<file path="src/rtl/bnpc_pkg.sv">
package bnpc_pkg;

   localparam int INSTR_W  = 32;
   localparam int OPC_MSB  = 31;
   localparam int OPC_LSB  = 26;
   localparam int OPC_W    = OPC_MSB - OPC_LSB + 1;
   localparam int RSA_MSB  = 25;
   localparam int RSA_LSB  = 21;
   localparam int RIDX_W   = RSA_MSB - RSA_LSB + 1;
   localparam int OFS_S_W  = 16;
   localparam int OFS_L_W  = 26;
   localparam int WORD_SH  = 2;

   // opcode values are decoded by the fetch path and the compiler alike
   localparam logic [OPC_W-1:0] OPC_BR_EQ   = 6'h11;
   localparam logic [OPC_W-1:0] OPC_BR_GTS  = 6'h12;
   localparam logic [OPC_W-1:0] OPC_BR_GES  = 6'h13;
   localparam logic [OPC_W-1:0] OPC_BR_GEU  = 6'h14;
   localparam logic [OPC_W-1:0] OPC_BR_GTU  = 6'h15;
   localparam logic [OPC_W-1:0] OPC_BR_NE   = 6'h17;
   localparam logic [OPC_W-1:0] OPC_JMP_REG = 6'h30;
   localparam logic [OPC_W-1:0] OPC_CALL_RG = 6'h36;
   localparam logic [OPC_W-1:0] OPC_JMP_IMM = 6'h38;
   localparam logic [OPC_W-1:0] OPC_CALL_IM = 6'h3E;

   typedef enum logic [2:0] {
      CMP_EQ  = 3'd0,
      CMP_NE  = 3'd1,
      CMP_GTS = 3'd2,
      CMP_GES = 3'd3,
      CMP_GTU = 3'd4,
      CMP_GEU = 3'd5
   } cmp_op_e;

   typedef enum logic [1:0] {
      RET_NONE = 2'd0,
      RET_SUB  = 2'd1,
      RET_EXC  = 2'd2,
      RET_DBG  = 2'd3
   } ret_kind_e;

   typedef struct packed {
      logic    is_cond;
      logic    is_jimm;
      logic    is_jreg;
      logic    is_cimm;
      logic    is_creg;
      cmp_op_e cmp;
   } br_class_t;

endpackage

</file>
<file path="src/rtl/bnpc_decode.sv">
module bnpc_decode
   import bnpc_pkg::*;
(
   input  logic [OPC_W-1:0] opcode,
   output br_class_t        cls
);

   always_comb begin
      cls         = '0;
      cls.cmp     = CMP_EQ;
      unique case (opcode)
         OPC_BR_EQ:   begin cls.is_cond = 1'b1; cls.cmp = CMP_EQ;  end
         OPC_BR_NE:   begin cls.is_cond = 1'b1; cls.cmp = CMP_NE;  end
         OPC_BR_GTS:  begin cls.is_cond = 1'b1; cls.cmp = CMP_GTS; end
         OPC_BR_GES:  begin cls.is_cond = 1'b1; cls.cmp = CMP_GES; end
         OPC_BR_GTU:  begin cls.is_cond = 1'b1; cls.cmp = CMP_GTU; end
         OPC_BR_GEU:  begin cls.is_cond = 1'b1; cls.cmp = CMP_GEU; end
         OPC_JMP_IMM: cls.is_jimm = 1'b1;
         OPC_JMP_REG: cls.is_jreg = 1'b1;
         OPC_CALL_IM: cls.is_cimm = 1'b1;
         OPC_CALL_RG: cls.is_creg = 1'b1;
         default:     cls.is_cond = 1'b0;
      endcase
   end

endmodule

</file>
<file path="src/rtl/bnpc_cmp.sv">
module bnpc_cmp
   import bnpc_pkg::*;
#(
   parameter int W = 32
) (
   input  logic [W-1:0] lhs,
   input  logic [W-1:0] rhs,
   input  cmp_op_e      op,
   output logic         hit
);

   logic eq_w, gts_w, gtu_w;

   assign eq_w  = (lhs == rhs);
   assign gts_w = ($signed(lhs) > $signed(rhs));
   assign gtu_w = (lhs > rhs);

   always_comb begin
      unique case (op)
         CMP_EQ:  hit = eq_w;
         CMP_NE:  hit = !eq_w;
         CMP_GTS: hit = gts_w;
         CMP_GES: hit = gts_w || eq_w;
         CMP_GTU: hit = gtu_w;
         CMP_GEU: hit = gtu_w || eq_w;
         default: hit = 1'b0;
      endcase
   end

endmodule

</file>
<file path="src/rtl/bnpc_target.sv">
module bnpc_target
   import bnpc_pkg::*;
#(
   parameter int W = 32
) (
   input  logic [W-1:0]       pc,
   input  logic [INSTR_W-1:0] instr,
   input  logic [W-1:0]       reg_tgt,
   input  br_class_t          cls,
   input  logic               cond_hit,
   output logic [W-1:0]       next_pc,
   output logic [W-1:0]       seq_pc,
   output logic               taken
);

   localparam int SHW = OFS_S_W + WORD_SH;
   localparam int LNW = OFS_L_W + WORD_SH;

   logic [W-1:0] base;
   logic [W-1:0] ofs_short;
   logic [W-1:0] ofs_long;
   logic [W-1:0] rel_short;
   logic [W-1:0] rel_long;
   logic [W-1:0] raw;

   assign base      = {pc[W-1:WORD_SH], {WORD_SH{1'b0}}};
   assign ofs_short = {{(W-SHW){instr[OFS_S_W-1]}}, instr[OFS_S_W-1:0], {WORD_SH{1'b0}}};
   assign ofs_long  = {{(W-LNW){instr[OFS_L_W-1]}}, instr[OFS_L_W-1:0], {WORD_SH{1'b0}}};
   assign seq_pc    = base + W'(4);
   assign rel_short = base + ofs_short;
   assign rel_long  = base + ofs_long;

   always_comb begin
      taken = 1'b1;
      raw   = seq_pc;
      if (cls.is_cond) begin
         taken = cond_hit;
         raw   = cond_hit ? rel_short : seq_pc;
      end else if (cls.is_jimm || cls.is_cimm) begin
         raw = rel_long;
      end else if (cls.is_jreg || cls.is_creg) begin
         raw = reg_tgt;
      end else begin
         taken = 1'b0;
      end
   end

   assign next_pc = {raw[W-1:WORD_SH], {WORD_SH{1'b0}}};

endmodule

</file>
<file path="src/rtl/bnpc_unit.sv">
module bnpc_unit
   import bnpc_pkg::*;
#(
   parameter int XLEN      = 32,
   parameter bit OUT_STAGE = 1'b1,
   parameter int LINK_REG  = 29,
   parameter int EXC_REG   = 30,
   parameter int DBG_REG   = 31
) (
   input  logic            clk,
   input  logic            rst_n,
   input  logic            in_valid,
   input  logic [XLEN-1:0] in_pc,
   input  logic [31:0]     in_instr,
   input  logic [XLEN-1:0] in_opa,
   input  logic [XLEN-1:0] in_opb,
   output logic            out_valid,
   output logic [XLEN-1:0] out_next_pc,
   output logic            out_taken,
   output logic            out_link_we,
   output logic [XLEN-1:0] out_link_val,
   output logic [1:0]      out_ret_kind
);

   localparam int REG_CNT = 1 << RIDX_W;

   if (XLEN < INSTR_W) begin : g_bad_xlen
      $error("bnpc_unit: XLEN must hold a full instruction offset");
   end
   if (LINK_REG >= REG_CNT || EXC_REG >= REG_CNT || DBG_REG >= REG_CNT) begin : g_bad_reg
      $error("bnpc_unit: special register index out of range");
   end
   if (LINK_REG == EXC_REG || LINK_REG == DBG_REG || EXC_REG == DBG_REG) begin : g_dup_reg
      $error("bnpc_unit: special registers must differ");
   end

   br_class_t       cls;
   logic            cond_hit;
   logic [XLEN-1:0] c_next;
   logic [XLEN-1:0] c_seq;
   logic            c_taken;
   logic            c_link;
   ret_kind_e       c_ret;
   logic [RIDX_W-1:0] rsel;

   bnpc_decode u_dec (
      .opcode (in_instr[OPC_MSB:OPC_LSB]),
      .cls    (cls)
   );

   bnpc_cmp #(.W(XLEN)) u_cmp (
      .lhs (in_opa),
      .rhs (in_opb),
      .op  (cls.cmp),
      .hit (cond_hit)
   );

   bnpc_target #(.W(XLEN)) u_tgt (
      .pc       (in_pc),
      .instr    (in_instr),
      .reg_tgt  (in_opa),
      .cls      (cls),
      .cond_hit (cond_hit),
      .next_pc  (c_next),
      .seq_pc   (c_seq),
      .taken    (c_taken)
   );

   assign rsel   = in_instr[RSA_MSB:RSA_LSB];
   assign c_link = cls.is_cimm || cls.is_creg;

   always_comb begin
      c_ret = RET_NONE;
      if (cls.is_jreg) begin
         if (rsel == RIDX_W'(LINK_REG))     c_ret = RET_SUB;
         else if (rsel == RIDX_W'(EXC_REG)) c_ret = RET_EXC;
         else if (rsel == RIDX_W'(DBG_REG)) c_ret = RET_DBG;
      end
   end

   if (OUT_STAGE) begin : g_reg
      always_ff @(posedge clk) begin
         if (!rst_n) begin
            out_valid    <= 1'b0;
            out_next_pc  <= '0;
            out_taken    <= 1'b0;
            out_link_we  <= 1'b0;
            out_link_val <= '0;
            out_ret_kind <= 2'd0;
         end else begin
            out_valid    <= in_valid;
            out_next_pc  <= in_valid ? c_next : '0;
            out_taken    <= in_valid && c_taken;
            out_link_we  <= in_valid && c_link;
            out_link_val <= (in_valid && c_link) ? c_seq : '0;
            out_ret_kind <= in_valid ? c_ret : 2'd0;
         end
      end

      AST_VALID_FOLLOWS: assert property (@(posedge clk) disable iff (!rst_n)
         in_valid |=> out_valid);
      AST_FALLTHRU_SEQ: assert property (@(posedge clk) disable iff (!rst_n)
         (in_valid && !c_taken) |=>
            out_next_pc == ({$past(in_pc[XLEN-1:2]), 2'b00} + XLEN'(4)));
      AST_LINK_VALUE: assert property (@(posedge clk) disable iff (!rst_n)
         (in_valid && (cls.is_cimm || cls.is_creg)) |=>
            (out_link_we && out_link_val == ({$past(in_pc[XLEN-1:2]), 2'b00} + XLEN'(4))));
      AST_REG_TARGET: assert property (@(posedge clk) disable iff (!rst_n)
         (in_valid && cls.is_jreg) |=>
            (out_taken && out_next_pc == {$past(in_opa[XLEN-1:2]), 2'b00}));
   end else begin : g_comb
      assign out_valid    = in_valid;
      assign out_next_pc  = in_valid ? c_next : '0;
      assign out_taken    = in_valid && c_taken;
      assign out_link_we  = in_valid && c_link;
      assign out_link_val = (in_valid && c_link) ? c_seq : '0;
      assign out_ret_kind = in_valid ? c_ret : 2'd0;
   end

   AST_IDLE_QUIET: assert property (@(posedge clk) disable iff (!rst_n)
      !out_valid |-> (!out_taken && !out_link_we && out_ret_kind == 2'd0));
   AST_LINK_NEEDS_TAKE: assert property (@(posedge clk) disable iff (!rst_n)
      out_link_we |-> out_taken);
   AST_RET_NEEDS_TAKE: assert property (@(posedge clk) disable iff (!rst_n)
      (out_ret_kind != 2'd0) |-> out_taken);
   AST_WORD_ALIGNED: assert property (@(posedge clk) disable iff (!rst_n)
      out_next_pc[1:0] == 2'b00);
   AST_ONE_CLASS: assert property (@(posedge clk) disable iff (!rst_n)
      $onehot0({cls.is_cond, cls.is_jimm, cls.is_jreg, cls.is_cimm, cls.is_creg}));

endmodule

</file>
<file path="config.mk">
export PLATFORM = sky130hd
export DESIGN_NAME = bnpc_unit
export DESIGN_NICKNAME = d
export VERILOG_FILES = /design/src/rtl/bnpc_pkg.sv /design/src/rtl/bnpc_decode.sv /design/src/rtl/bnpc_cmp.sv /design/src/rtl/bnpc_target.sv /design/src/rtl/bnpc_unit.sv
export SDC_FILE = /design/constraint.sdc
export NUM_CORES = 1
export LEC_CHECK = 0
export ABC_CLOCK_PERIOD_IN_PS = 4200
export BUFFER_PORTS_ARGS = -buffer_cell sky130_fd_sc_hd__buf_2
export CORE_AREA = 2 2 114 116
export CTS_CLUSTER_DIAMETER = 80
export CTS_CLUSTER_SIZE = 40
export DETAILED_ROUTE_END_ITERATION = 8
export DIE_AREA = 0 0 116 118
export GPL_ROUTABILITY_DRIVEN = 0
export PLACE_DENSITY = 0.81
export SLEW_MARGIN = 15
export SYNTH_ARGS = -nofsm -noshare
export SYNTH_HDL_FRONTEND = slang
export SYNTH_HIERARCHICAL = 1
export SYNTH_SLANG_ARGS = --single-unit
</file>
<file path="constraint.sdc">
create_clock -name clk -period 4.2 [get_ports clk]
set_clock_uncertainty 0.2 [all_clocks]
set_input_delay 0.84 -clock clk [delete_from_list [all_inputs] [get_ports clk]]
set_output_delay 0.84 -clock clk [all_outputs]
set_load 0.05 [all_outputs]
</file>
==> results.sh, run 1 <==
export IMPL_status="finished clean"
export IMPL_initialDrtViolationCount=896
export IMPL_synth_yosys_warnings=6
export IMPL_cp_data_required_time_ns=4.22
export IMPL_synth_edff_count=0
export IMPL_drive_gt1_frac=0.272
export IMPL_global_route_wire_length_before_repair_mm=32.3
export IMPL_finalCriticalPeriod_ns=3.94
export IMPL_number_of_standard_cell_rows_in_the_floorplan=41
export IMPL_synth_area_per_cell_sq_um=7.81
export IMPL_ports=200
export IMPL_tightestPinTransition_ns=0.682
export IMPL_critical_path_class="in2reg"
export IMPL_min_from="in_instr[23]"
export IMPL_final_setup_viol_count=0
export IMPL_grt_antenna_before_repair=2
export IMPL_detailed_place_hpwl_mm=16.5
export IMPL_hold_depth=3
export IMPL_synthesis_instances=830
export IMPL_grt_overflow_total=0
export IMPL_clk_pin_slew_ns=0.06
export IMPL_cell_types_with_the_largest_area_share_after_synthesis="dfxtp_1 21%, ha_1 14%, a21oi_1 5.6%"
export IMPL_worst_hold_class="in2reg"
export IMPL_synth_async_reset_ratio=0
export IMPL_final_max_slew_viol_count=0
export IMPL_fin_nets=1240
export IMPL_finalCritPeriodShare=0.939
export IMPL_cts_buffer_depth=2
export IMPL_final_total_negative_setup_slack_ns=0
export IMPL_htreeDepth=3
export IMPL_final_hold_violation_count=0
export IMPL_cts_sinks=69
export IMPL_most_numerous_cell_types_in_the_synthesized_netlist="75 x ha_1, 73 x a21oi_1, 69 x dfxtp_1, 58 x inv_1, 57 x nand2_1"
export IMPL_power_leakage_nw=4.11
export IMPL_initial_core_util=0.522
export IMPL_die_x_um=116
export IMPL_slew_headroom=0.545
export IMPL_cts_resized=0
export IMPL_cts_hold_buf=0
export IMPL_path_max_fanout=7
export IMPL_synth_top_cell_area_share=0.213
export IMPL_maximum_number_of_pins_on_one_net_before_global_route_repair=37
export IMPL_syn_to_final_growth_pct=23.7
export IMPL_netlist_cell_type_count=72
export IMPL_synthMostInstantiatedCell="ha_1"
export IMPL_minimum_setup_slack_in_the_final_design_ns=0.257
export IMPL_floorplan_die_height_um=118
export IMPL_port_buffers=197
export IMPL_first_global_vias=6563
export IMPL_total_iterations_of_the_first_detailed_routing_run=6
export IMPL_power_density_nw_per_um2=271
export IMPL_core_area_sq_um=12400
export IMPL_setup_worst_path_start_class="input port"
export IMPL_avgRoutedWirePerCell_um=17.2
export IMPL_seq_area_frac_synth=0.213
export IMPL_postRouteAntennaNets=0
export IMPL_cts_setup_buffers=0
export IMPL_num_vias=7099
export IMPL_vias_per_cell=5.86
export IMPL_cts_tree="done"
export IMPL_maxCapViolations=0
export IMPL_total_power_w=0.00218
export IMPL_cts_root_buffer="clkbuf_16"
export IMPL_vdd_ir_drop_worst_v=0.000196
export IMPL_synth_ff_latch_count=69
export IMPL_worst_hold_path_endpoint="out_ret_kind[1]"
export IMPL_place_worst_setup_slack_ns=0.0353
export IMPL_synth_area_sq_um=6480
export IMPL_dominantRegCellSynth="dfxtp_1"
export IMPL_grt_setup_unrepaired="false"
export IMPL_residual_drc_count=0
export IMPL_design_die_area_sq_um=13700
export IMPL_max_freq_mhz=254
export IMPL_cts_buffers_inserted=9
export IMPL_route_final_wire_length_mm=20.9
export IMPL_grtUsageTotal=0.296
export IMPL_cp_data_arrival_time_ns=3.96
export IMPL_synth_area_leader_cell="dfxtp_1"
export IMPL_worst_setup_end_kind="register"
-- critical path: stages --
cell       delay [ns]
buf_2            0.13
ha_1             0.38
a211o_1          0.33
a2111oi_0        0.48
o41ai_1          0.16
a21o_2           0.24
a21oi_1          0.22
a211o_1          0.26
nor3b_1          0.08
o41ai_1          0.54
nand3_1          0.11
and3_1           0.21
-- worst max path at each step --
stage,start,endpoint,slack [ns],cells after the start
global placement,in_opa[15],out_next_pc[21],0.09,15
global route,in_opa[15],out_next_pc[24],0.009,16
detailed placement,in_opa[15],out_next_pc[29],0.04,14
CTS,in_opa[15],out_next_pc[29],0.37,14
floorplan,in_instr[29],out_next_pc[29],0.55,12
finish,in_pc[14],out_next_pc[31],0.26,12
-- routing by layer --
layer | GRT usage | vias up | wire length [um]
li1 | - | 3432 | -
met1 | 0.374 | 3246 | 8560
met2 | 0.507 | 377 | 9900
met3 | 0.0551 | 44 | 1890
met4 | 0.0908 | 0 | 505
met5 | 0 | - | 0
-- through the flow --
step                      utilization  instance area [sq um]  std cells  hold WS (ns)
after floorplan                     -                   6490        833         0.778
after CTS                       0.646                   8010       1210         0.573
final                           0.646                   8020       1212         0.578
after global routing            0.646                   8020       1212         0.579
after detailed placement        0.622                   7720       1194         0.920
after global placement          0.622                   7720       1194         0.925
-- report_power, final --
part | switching [W] | leakage, nW | total (W) | internal [W]
sequential | 0.00000457 | 0.561 | 0.000676 | 0.000672
combinational | 0.000459 | 3.42 | 0.000758 | 0.000299
clock | 0.000307 | 0.135 | 0.000741 | 0.000435
-- cells in the final DEF, fill, tap and decap left out, types with 10 or more instances in the layout --
cell type	synthesis	layout
buf_2	1	197
ha_1	75	75
a21oi_1	73	73
dfxtp_1	69	69
inv_1	58	58
nand2_1	57	57
nor2_1	46	46
and3_1	43	43
o21ai_0	43	43
xnor2_1	38	38
nand3_1	34	34
and2_1	25	25
buf_4	4	25
xor2_1	22	22
nor3_1	18	17
a21o_1	15	15
nand4_1	13	13
and2_2	12	12
a22oi_1	11	11
a211oi_1	10	10
a31oi_1	10	10
-- registers in the layout (all words and copies together), names as in the netlist --
signal	cells
out_link_val	32
out_link_we	1
out_next_pc	32
out_ret_kind	2
out_taken	1
out_valid	1
-- logic make-up after synthesis --
family / synth area share
buf+inv: 0.0587
flops: 0.213
compound gates: 0.231
mux: 0.0131
fa+ha+maj: 0.148
xor+xnor: 0.0811
other cells: 0.000578
simple gates: 0.254
-- area by class of cell --
class | count | area (sq um)
clock inverters | 4 | 32.5
fillers | 1128 | 4400
multi-input cells | 673 | 4740
diodes | 2 | 5.00
flip-flops and latches | 69 | 1380
inverters | 58 | 218
clock buffers | 12 | 256
well taps | 172 | 215
repair buffers | 222 | 1170
Note: power is estimated with default switching activity, not from simulation.
==> inputs of run 2 (changes only) <==
Settings changed: ABC_CLOCK_PERIOD_IN_PS 4200 to 4400, CTS_CLUSTER_DIAMETER 80 to unset.
Clock period 4.2 ns to 4.4 ns, I/O delays scaled along.
==> run 2 against run 1 <==
  * Via count increased by 0.23%
  * Clock-buffer cell count down 3
  * Final cell count shrank 0.33%
  * Global-route usage is 0.17 points lower
  * Clock power is 2.8% higher
  * Highest routed layer unchanged
==> results.sh, run 2 (same netlist as run 1, synthesis figures left out) <==
export IMPL_cts_buffer_depth=2
export IMPL_worst_hold_class="in2reg"
export IMPL_n_fill_cell=1118
export IMPL_vdd_ir_drop_worst_v=0.000146
export IMPL_power_density_nw_per_um2=266
export IMPL_setup_worst_path_start_class="input port"
export IMPL_floorplan_die_height_um=118
export IMPL_tightestPinTransition_ns=0.703
export IMPL_port_buffers=197
export IMPL_layout_cells_non_filler=1208
export IMPL_multi_input_area_sq_um=4740
export IMPL_grt_antenna_before_repair=3
export IMPL_largestRegisters="out_link_val x32, out_next_pc x32, out_ret_kind x2"
export IMPL_num_vias=7115
export IMPL_cp_data_arrival_time_ns=4.04
export IMPL_finalCritPeriodShare=0.909
export IMPL_cts_hold_buf=0
export IMPL_regArea_sq_um=1380
export IMPL_cts_buffers_inserted=9
export IMPL_finalCriticalPeriod_ns=4.00
export IMPL_detailed_place_hpwl_mm=16.4
export IMPL_number_of_standard_cell_rows_in_the_floorplan=41
export IMPL_status="finished clean"
export IMPL_postRouteAntennaNets=0
export IMPL_cts_tree="done"
export IMPL_worst_setup_end_kind="register"
export IMPL_initial_core_util=0.522
export IMPL_max_freq_mhz=250
export IMPL_fin_nets=1235
export IMPL_power_leakage_nw=4.10
export IMPL_cts_setup_buffers=0
export IMPL_die_x_um=116
export IMPL_drive_gt1_frac=0.269
export IMPL_slew_headroom=0.532
export IMPL_avgRoutedWirePerCell_um=17.3
export IMPL_total_iterations_of_the_first_detailed_routing_run=7
export IMPL_vias_per_cell=5.89
export IMPL_cp_data_required_time_ns=4.44
export IMPL_initialDrtViolationCount=869
export IMPL_maximum_number_of_pins_on_one_net_before_global_route_repair=37
export IMPL_critical_path_class="in2reg"
export IMPL_global_route_wire_length_before_repair_mm=32.1
export IMPL_final_max_slew_viol_count=0
export IMPL_grtUsageTotal=0.295
export IMPL_cts_resized=0
export IMPL_first_global_vias=6521
export IMPL_dp_cells=1189
export IMPL_design_die_area_sq_um=13700
export IMPL_cts_sinks=69
export IMPL_htreeDepth=3
export IMPL_path_max_fanout=7
export IMPL_final_setup_viol_count=0
export IMPL_core_area_sq_um=12400
export IMPL_grt_setup_unrepaired="false"
export IMPL_mostFrequentLayoutCell="buf_2"
export IMPL_cts_root_buffer="clkbuf_16"
export IMPL_route_final_wire_length_mm=20.9
export IMPL_residual_drc_count=0
export IMPL_maxCapViolations=0
export IMPL_ports=200
export IMPL_total_power_w=0.00213
export IMPL_hold_worst_slack_ns=0.610
export IMPL_final_hold_violation_count=0
export IMPL_clk_pin_slew_ns=0.06
export IMPL_syn_to_final_growth_pct=23.4
export IMPL_grt_overflow_total=0
export IMPL_final_total_negative_setup_slack_ns=0
export IMPL_final_cell_mix="197 x buf_2, 75 x ha_1, 73 x a21oi_1, 69 x dfxtp_1, 58 x inv_1"
[run 2: changes by cell type in the layout (fill, tap and decap cells not counted), moves of 2 or more]
cell      previous run  this run
clkinv_4             2         0
inv_6                0         4
clkbuf_8             2         0
buf_4               25        20
[run 2: final timing paths]
path    startpoint              end  slack (ns)  cells past startpoint
max      in_pc[14]  out_next_pc[31]        0.40                     12
min   in_instr[23]  out_ret_kind[1]        0.61                      3
[run 2: per-layer routing]
metal  routed length, um  share of wire  vias to the layer above  GRT usage
li1                    -              -                     3416          -
met1                8570           0.41                     3238      0.363
met2                9780           0.47                      385      0.493
met3                1740          0.084                       76     0.0561
met4                 775          0.037                        0      0.130
met5                   0              0                        -          0
[run 2: worst max-delay path, stage by stage]
cell       delay [ns]
buf_2            0.13
ha_1             0.39
a211o_1          0.34
a2111oi_0        0.50
o41ai_1          0.16
a21o_2           0.24
a21oi_1          0.23
a211o_1          0.29
nor3b_1          0.08
o41ai_1          0.50
nand3_1          0.11
and3_1           0.20
[run 2: where the power goes]
group,switching (W),total [W],internal [W]
clock,0.000314,0.000762,0.000447
combinational,0.000439,0.000721,0.000282
sequential,0.00000435,0.000645,0.000641
[run 2: layout make-up]
type,instances,area share
repair buffers,217,0.142
clock buffers,9,0.0282
well taps,172,0.0269
flip-flops and latches,69,0.173
inverters,58,0.0272
multi-input cells,673,0.592
clock inverters,7,0.0100
diodes,3,0.000938
[run 2: stage by stage]
step | setup WS, ns | cell area [sq um] | utilization
detailed placement | 0.121 | 7690 | 0.619
CTS | 0.442 | 7990 | 0.644
finish | 0.400 | 8000 | 0.644
global placement | 0.160 | 7690 | 0.619
floorplan | 0.707 | 6490 | -
global route | 0.218 | 8000 | 0.644
